## config.mk

```make
export PLATFORM = sky130hd
export DESIGN_NAME = bw_alu
export DESIGN_NICKNAME = d
export VERILOG_FILES = /design/src/rtl/bw_alu_pkg.sv /design/src/rtl/bw_alu_addsub.sv /design/src/rtl/bw_alu_logic.sv /design/src/rtl/bw_alu_flaggen.sv /design/src/rtl/bw_alu_status.sv /design/src/rtl/bw_alu.sv
export SDC_FILE = /design/constraint.sdc
export NUM_CORES = 1
export LEC_CHECK = 0
export BUFFER_PORTS_ARGS = -buffer_cell sky130_fd_sc_hd__buf_2
export CAP_MARGIN = 25
export CORE_MARGIN = 2
export CORE_UTILIZATION = 57
export DETAILED_ROUTE_END_ITERATION = 16
export PLACE_DENSITY_LB_ADDON = 0.08
export SYNTH_ARGS = -nofsm -noshare
export SYNTH_HDL_FRONTEND = slang
export SYNTH_HIERARCHICAL = 1
export SYNTH_SLANG_ARGS = --single-unit
```

## constraint.sdc

```tcl
create_clock -name clk -period 7.55 [get_ports clk]
set_input_delay 1.51 -clock clk [delete_from_list [all_inputs] [get_ports clk]]
set_output_delay 1.51 -clock clk [all_outputs]
set_load 0.01 [all_outputs]
```

## src/rtl/bw_alu_pkg.sv

```systemverilog
package bw_alu_pkg;

   typedef enum logic [2:0] {
      OP_ADD = 3'd0,
      OP_SUB = 3'd1,
      OP_AND = 3'd2,
      OP_OR  = 3'd3,
      OP_XOR = 3'd4,
      OP_NOT = 3'd5
   } alu_op_e;

   // packed so that the carry lands in bit 0 and overflow in bit 5
   typedef struct packed {
      logic ovf;
      logic sgn;
      logic zro;
      logic aux;
      logic par;
      logic cry;
   } stat_t;

   localparam int unsigned STAT_W = $bits(stat_t);

endpackage

```

## src/rtl/bw_alu_addsub.sv

```systemverilog
module bw_alu_addsub #(
   parameter int unsigned DATA_W = 16,
   parameter int unsigned LANE_W = 8,
   parameter int unsigned AUX_W  = 4
) (
   input  logic [DATA_W-1:0] a_i,
   input  logic [DATA_W-1:0] b_i,
   input  logic              sub_i,
   input  logic              wide_i,
   output logic [DATA_W-1:0] sum_o,
   output logic              cry_o,
   output logic              aux_o,
   output logic              ovf_o
);
   localparam int unsigned NLANE = DATA_W / LANE_W;

   logic [DATA_W-1:0] b_eff;
   logic [NLANE:0]    lane_c;
   logic [AUX_W:0]    nib_sum;
   logic              c_top;
   logic              a_top;
   logic              b_top;
   logic              s_top;

   // subtraction as A + ~B + 1
   assign b_eff     = sub_i ? ~b_i : b_i;
   assign lane_c[0] = sub_i;

   for (genvar g = 0; g < NLANE; g++) begin : g_lane
      logic [LANE_W:0] part;
      assign part = {1'b0, a_i[g*LANE_W +: LANE_W]}
                  + {1'b0, b_eff[g*LANE_W +: LANE_W]}
                  + {{LANE_W{1'b0}}, lane_c[g]};
      assign sum_o[g*LANE_W +: LANE_W] = part[LANE_W-1:0];
      assign lane_c[g+1]               = part[LANE_W];
   end

   // carry across the nibble boundary, computed on its own short path
   assign nib_sum = {1'b0, a_i[AUX_W-1:0]}
                  + {1'b0, b_eff[AUX_W-1:0]}
                  + {{AUX_W{1'b0}}, sub_i};
   assign aux_o   = nib_sum[AUX_W] ^ sub_i;

   assign c_top = wide_i ? lane_c[NLANE] : lane_c[1];
   assign cry_o = c_top ^ sub_i;

   assign a_top = wide_i ? a_i[DATA_W-1]   : a_i[LANE_W-1];
   assign b_top = wide_i ? b_eff[DATA_W-1] : b_eff[LANE_W-1];
   assign s_top = wide_i ? sum_o[DATA_W-1] : sum_o[LANE_W-1];
   assign ovf_o = (a_top == b_top) && (s_top != a_top);

endmodule

```

## src/rtl/bw_alu_logic.sv

```systemverilog
module bw_alu_logic
   import bw_alu_pkg::*;
#(
   parameter int unsigned DATA_W = 16
) (
   input  logic [2:0]        op_i,
   input  logic [DATA_W-1:0] a_i,
   input  logic [DATA_W-1:0] b_i,
   output logic [DATA_W-1:0] y_o
);
   always_comb begin
      case (op_i)
         OP_AND:  y_o = a_i & b_i;
         OP_OR:   y_o = a_i | b_i;
         OP_XOR:  y_o = a_i ^ b_i;
         OP_NOT:  y_o = ~a_i;
         default: y_o = a_i;
      endcase
   end
endmodule

```

## src/rtl/bw_alu_flaggen.sv

```systemverilog
module bw_alu_flaggen #(
   parameter int unsigned DATA_W    = 16,
   parameter int unsigned LANE_W    = 8,
   parameter int unsigned PAR_W     = 8,
   parameter bit          PAR_CHAIN = 1'b0
) (
   input  logic [DATA_W-1:0] res_i,
   input  logic              wide_i,
   output logic              zro_o,
   output logic              sgn_o,
   output logic              par_o
);
   // the result is already masked to the active width
   assign zro_o = ~|res_i;
   assign sgn_o = wide_i ? res_i[DATA_W-1] : res_i[LANE_W-1];

   if (PAR_CHAIN) begin : g_par_chain
      logic [PAR_W:0] acc;
      assign acc[0] = 1'b1;
      for (genvar k = 0; k < PAR_W; k++) begin : g_bit
         assign acc[k+1] = acc[k] ^ res_i[k];
      end
      assign par_o = acc[PAR_W];
   end else begin : g_par_tree
      assign par_o = ~^res_i[PAR_W-1:0];
   end
endmodule

```

## src/rtl/bw_alu_status.sv

```systemverilog
module bw_alu_status #(
   parameter int unsigned W = 6
) (
   input  logic         clk,
   input  logic         rst_n,
   input  logic         we_i,
   input  logic [W-1:0] d_i,
   output logic [W-1:0] q_o
);
   always_ff @(posedge clk or negedge rst_n) begin
      if (!rst_n)
         q_o <= '0;
      else if (we_i)
         q_o <= d_i;
   end
endmodule

```

## src/rtl/bw_alu.sv

```systemverilog
module bw_alu
   import bw_alu_pkg::*;
#(
   parameter int unsigned DATA_W    = 16,
   parameter int unsigned LANE_W    = 8,
   parameter int unsigned AUX_W     = 4,
   parameter int unsigned PAR_W     = 8,
   parameter bit          PAR_CHAIN = 1'b0
) (
   input  logic              clk,
   input  logic              rst_n,
   input  logic [DATA_W-1:0] opnd_a,
   input  logic [DATA_W-1:0] opnd_b,
   input  logic [2:0]        op_sel,
   input  logic              wide,
   input  logic              flag_we,
   output logic [DATA_W-1:0] result,
   output logic [STAT_W-1:0] flags
);
   localparam logic [DATA_W-1:0] LANE_MASK = {{(DATA_W-LANE_W){1'b0}}, {LANE_W{1'b1}}};

   if ((DATA_W % LANE_W) != 0 || DATA_W < 2*LANE_W) begin : g_bad_width
      $error("bw_alu: DATA_W must be a multiple of LANE_W and at least two lanes");
   end
   if (AUX_W == 0 || AUX_W >= LANE_W) begin : g_bad_aux
      $error("bw_alu: AUX_W must lie inside one lane");
   end
   if (PAR_W == 0 || PAR_W > LANE_W) begin : g_bad_par
      $error("bw_alu: PAR_W must not exceed one lane");
   end

   logic [DATA_W-1:0] sum;
   logic [DATA_W-1:0] bit_y;
   logic [DATA_W-1:0] raw;
   logic              a_cry, a_aux, a_ovf;
   logic              f_zro, f_sgn, f_par;
   logic              is_arith;
   logic              defines_flags;
   stat_t             nxt;

   assign is_arith      = (op_sel == OP_ADD) || (op_sel == OP_SUB);
   assign defines_flags = is_arith || (op_sel == OP_AND) || (op_sel == OP_OR)
                       || (op_sel == OP_XOR);

   bw_alu_addsub #(
      .DATA_W (DATA_W),
      .LANE_W (LANE_W),
      .AUX_W  (AUX_W)
   ) u_addsub (
      .a_i    (opnd_a),
      .b_i    (opnd_b),
      .sub_i  (op_sel == OP_SUB),
      .wide_i (wide),
      .sum_o  (sum),
      .cry_o  (a_cry),
      .aux_o  (a_aux),
      .ovf_o  (a_ovf)
   );

   bw_alu_logic #(
      .DATA_W (DATA_W)
   ) u_logic (
      .op_i (op_sel),
      .a_i  (opnd_a),
      .b_i  (opnd_b),
      .y_o  (bit_y)
   );

   assign raw    = is_arith ? sum : bit_y;
   assign result = wide ? raw : (raw & LANE_MASK);

   bw_alu_flaggen #(
      .DATA_W    (DATA_W),
      .LANE_W    (LANE_W),
      .PAR_W     (PAR_W),
      .PAR_CHAIN (PAR_CHAIN)
   ) u_flaggen (
      .res_i  (result),
      .wide_i (wide),
      .zro_o  (f_zro),
      .sgn_o  (f_sgn),
      .par_o  (f_par)
   );

   always_comb begin
      nxt     = '0;
      nxt.cry = is_arith & a_cry;
      nxt.aux = is_arith & a_aux;
      nxt.ovf = is_arith & a_ovf;
      nxt.zro = f_zro;
      nxt.sgn = f_sgn;
      nxt.par = f_par;
   end

   bw_alu_status #(
      .W (STAT_W)
   ) u_status (
      .clk   (clk),
      .rst_n (rst_n),
      .we_i  (flag_we & defines_flags),
      .d_i   (nxt),
      .q_o   (flags)
   );

endmodule

```

### Yosys cells after proc, flatten, opt, wreduce, memory -nomap -nowiden

Cells that the tools add are included.

| storage, ports and cells | value |
|---|---|
| register bits after elaboration | 6 |
| input bits | 39 |
| output and inout port bits | 22 |
| word-level logic and storage cells | 43 |

| cells by class | value |
|---|---|
| add/subtract/negate cells | 6 |
| eq/ne operators | 7 |
| multiplexer cells | 9 |
| bitwise gates (word level) | 11 |
| reductions and logical operators | 9 |

Operator list:

| operator | number |
|---|---|
| 16-bit case mux with 4 select lines | 1 |
| 16-bit two-way mux | 3 |
| 16-bit inverter | 2 |
| 8-bit by 8-bit adder with 9-bit output | 2 |
| 9-bit by 1-bit adder with 9-bit output | 2 |
| 16-bit AND | 1 |
| 16-bit OR | 1 |
| 16-bit OR reduction | 1 |
| 16-bit XOR | 1 |
| 8-bit XNOR reduction | 1 |
| 3-bit by 2-bit == test with 1-bit output, second input constant | 2 |
| 3-bit == test, second input constant | 2 |
| 4-bit by 4-bit adder with 5-bit output | 1 |
| 5-bit by 1-bit adder with 5-bit output | 1 |
| 1-bit two-way mux | 5 |
| 1-bit AND | 4 |
| 1-bit logical OR | 4 |
| 3-bit by 1-bit == test with 1-bit output, second input constant | 1 |
| 3-bit logical NOT | 1 |
| 1-bit XOR | 2 |
| 1-bit == test | 1 |
| 1-bit logical AND | 1 |
| 1-bit logical NOT | 1 |
| 1-bit != test | 1 |

### Logic depth before layout (Yosys ltp)

| depth | value |
|---|---|
| depth after elaboration | 9 |
| depth in mapped cells | 22 |
| depth with buffers taken out | 20 |

### Cells and area by module

The synthesis kept the hierarchy.

Modules (own cells, without submodules):

| module | times used | cells an instance | area an instance (um2) | sequential area each (um2) |
|---|---|---|---|---|
| bw_alu_logic | 1 | 175 | 1,183.6 | 0.0 |
| bw_alu_addsub | 1 | 120 | 940.9 | 0.0 |
| bw_alu | 1 | 46 | 312.8 | 0.0 |
| bw_alu_status | 1 | 13 | 251.5 | 150.1 |
| bw_alu_flaggen | 1 | 21 | 151.4 | 0.0 |

### Worst setup path before layout

OpenSTA, ideal clock, no wires.

| timing | value |
|---|---|
| kind | input port to output port |
| from | in op_sel[2] |
| to | out result[14] |
| arrival time | 5.182 ns |
| data required time | 6.040 ns |
| path slack | 0.858 ns |
| cell stages on the path | 18 |
| path buffers | 3 |
| cell sequence | clkbuf_1 nor2_1 and2_1 buf_6 buf_2 xor2_1 ha_1 a21oi_1 o21bai_1 a311oi_1 fa_1 fa_1 nor2b_1 nor3_1 o21ai_0 xor2_1 nand2_1 o21ai_0 |

| between the ends | value |
|---|---|
| word-level cells in the longest chain between the ends | 7 |
| elaborated cells on any way between the ends | 15 |
| those cells by class | 4 x add/sub; 5 x eq/ne; 4 x mux; 2 x reduce/logical |

RTL lines:

| item | RTL line | text |
|---|---|---|
| start: declaration | bw_alu.sv:14 | `input logic [2:0] op_sel,` |
| 3-bit by 1-bit == test with 1-bit output (*) | bw_alu.sv:52 | `.sub_i (op_sel == OP_SUB),` |
| 16-bit two-way mux | bw_alu_addsub.sv:26 | `assign b_eff = sub_i ? ~b_i : b_i;` |
| 8-bit by 8-bit adder with 9-bit output | bw_alu_addsub.sv:32 | `+ {1'b0, b_eff[g*LANE_W +: LANE_W]}` |
| 9-bit by 1-bit adder with 9-bit output | bw_alu_addsub.sv:33 | `+ {{LANE_W{1'b0}}, lane_c[g]};` |
| 9-bit by 1-bit adder with 9-bit output (*) | bw_alu_addsub.sv:33 |  |
| net sum[14] | bw_alu.sv:32 | `logic [DATA_W-1:0] sum;` |
| 16-bit two-way mux (*) | bw_alu.sv:69 | `assign raw = is_arith ? sum : bit_y;` |
| 16-bit two-way mux (*) | bw_alu.sv:70 | `assign result = wide ? raw : (raw & LANE_MASK);` |
| end: declaration | bw_alu.sv:17 | `output logic [DATA_W-1:0] result,` |

The timed path passes the listed nets; every way through them passes the cells marked *.

### Worst setup path in the final report

Same ends and word-level chain as after synthesis.

==> results.json <==
{
  "ys_async_sr_fraction": 1.00,
  "max_freq_mhz": 144,
  "syn-cell-area_sq_mm": 0.00284,
  "setup_viol": 0,
  "root_buffer": "clkbuf_8",
  "syn_inst": 375,
  "r2r_slack_ns": 6.79,
  "crit_arrival_ns": 5.44,
  "finalClockSkew_ns": 0,
  "cap_violations": 0,
  "drt_iter0_drc": 119,
  "cp_data_required_time_ns": 6.04,
  "rr_worst_depth": 1,
  "drive_above_1_share": 0.246,
  "setup_tns_ns": 0,
  "clk_pin_slew_worst_paths_ns": 0.03,
  "worstHoldPathCells": 1,
  "cts_resized": 0,
  "r2r-start": "u_status/q_o[4]$_DFFE_PN0P_",
  "yosys-top-cells-count": "inv_1, ha_1, nand2_1, o211ai_1, o21ai_0",
  "cp_max_fo": 8,
  "first_pass_iters": 4,
  "finalHoldViolCount": 0,
  "dpl-instance-area_sq_mm": 0.00315,
  "numCtsBuffers": 3,
  "finalWirelength_um": 6810,
  "yosysTopAreaCell": "ha_1",
  "stdcell_area_sq_mm": 0.00319,
  "cts_tree": "done",
  "finalCriticalPeriod_ns": 6.95,
  "worstSetupPathType": "input port to output port",
  "via_per_inst": 5.41,
  "crit_path_end_kind": "output port",
  "tightest_slew_ns": 0.880,
  "grt_antenna_before_repair": 0,
  "grt_pass1_wl_um": 10900,
  "port_buffers": 60,
  "post_cts_buffers": 0,
  "place_congestion": 0.863,
  "die_area_sq_mm": 0.00556,
  "synth.area.top_cells": "ha_1, inv_1, o211ai_1",
  "grt_pass1_vias": 2392,
  "min_to": "u_status/q_o[1]$_DFFE_PN0P_",
  "status": "complete, no violations",
  "top_register": "u_status/q_o",
  "dpl.hpwl_um": 5280,
  "clk_latency_ns": 0.24,
  "rsz0062_at_grt": "false",
  "yosysSeqAreaShare": 0.0529,
  "slew_violations": 0,
  "cts-hold-fix-buffers": 0,
  "htreeDepth": 1,
  "yosysWarningCount": 6,
  "drcViolationCount": 0,
  "yosysUniqueCellTypes": 51,
  "synth_top_area_frac": 0.220,
  "routedWlPerCell_um": 13.8,
  "slew_headroom": 0.411,
  "drtAntennaViolNets": 0,
  "insertedDiodeCount": 0,
  "cts.path.max_buffers": 2,
  "grtUsageTotal": 0.250,
  "area_growth_pct": 12.3,
  "synth_top_flop_cell": "dfrtp_1",
  "start_util": 0.597,
  "nets": 521,
  "r2r-end": "u_status/q_o[4]$_DFFE_PN0P_",
  "fin_crit_sh": 0.921,
  "grt-ovfl-total": 0,
  "p_per_area_mw_per_mm2": 115,
  "reg_top3": "u_status/q_o (6)",
  "coreArea_sq_mm": 0.00475,
  "vias": 2671,
  "min_from": "u_status/q_o[1]$_DFFE_PN0P_",
  "synth_edf_count": 0,
  "syn_avg_cell_area_sq_um": 7.57,
  "ys_ff_latch": 6,
  "irDropWorstVdd_v": 0.000100,
  "start_kind": "input port",
  "pin_count": 61,
  "worstHoldPathType": "flop to flop",
  "largest_reg_flops": 6,
  "p_leak_uw": 0.00167,
  "die_w_um": 74.6,
  "synth.most_common_cell": "inv_1",
  "rows": 25,
  "die-height_um": 74.6,
  "grt_max_degree": 52,
  "clock-sinks": 6,
  "synth_nets": 467
}
## worst max-delay path by stage
| stage | from | to | cells past startpoint |
|---|---|---|---|
| after floorplan | op_sel[2] | result[14] | 18 |
| after detailed placement | op_sel[2] | result[14] | 19 |
| after CTS | op_sel[2] | result[14] | 19 |
| after global routing | op_sel[2] | result[14] | 19 |
| final | op_sel[2] | result[14] | 19 |
| after global placement | op_sel[2] | result[14] | 19 |
## through the flow
step / setup slack, ns / utilization / total power [uW] / cells / hold slack, ns
CTS: 0.635 / 0.671 / 369 / 494 / 0.500
finish: 0.597 / 0.671 / 366 / 494 / 0.496
detailed placement: 0.656 / 0.662 / 314 / 491 / 0.487
floorplan: 0.858 / - / 239 / 375 / 0.552
global placement: 0.837 / 0.662 / 310 / 491 / 0.487
global route: 0.170 / 0.671 / 402 / 494 / 0.517
## cell type report
type | instances | area (sq um)
fillers | 458 | 1560
inverters | 54 | 203
clock buffers | 3 | 41.3
repair buffers | 66 | 345
flip-flops and latches | 6 | 150
well taps | 67 | 83.8
multi-input cells | 298 | 2370
## kinds of logic after synthesis
| family | share of synthesized area |
|---|---|
| muxes | 0.0819 |
| AOI/OAI and AO/OA | 0.213 |
| adders and majority gates | 0.241 |
| buffers and inverters | 0.114 |
| xor gates and xnor gates | 0.101 |
| DFF | 0.0529 |
| and+or+nand+nor | 0.196 |
## critical path, cell delays in order
cell and delay [ns]:
buf_2 0.11, nor2_1 0.18, and2_1 0.24, buf_4 0.22, mux2i_2 0.12, fa_1 0.42
inv_1 0.07, a21oi_1 0.06, o21bai_1 0.31, a311oi_1 0.21, fa_1 0.43, fa_1 0.43
nor2b_1 0.16, nor3_1 0.06, o21ai_0 0.31, xor2_1 0.17, nand2_1 0.05, o21ai_0 0.19
buf_2 0.17
## per-layer routing
layer | track usage | wire (um)
met5 | 0 | 0
met4 | 0.0337 | 48
met3 | 0.0407 | 364
met2 | 0.445 | 3230
met1 | 0.325 | 3170
## where the power goes
group          total (uW)  internal, uW  switching (uW)
registers            40.7          38.2            2.45
logic                 274           127             147
clock network        50.9          34.5            16.4
total                 366           200             166
## cells in the final DEF (no fill, tap or decap), types with 8 or more instances in the layout
cell type  instances
nor2b_1           16
ha_1              50
inv_1             54
xor2_1            18
nand2_1           42
or2_2              9
a21oi_1           13
o211ai_1          24
xnor2_1           13
buf_2             60
o21ai_0           22
mux2_4             8
nor2_1             9
nand3_1            9
No activity file was read; power rests on OpenSTA's default activity.
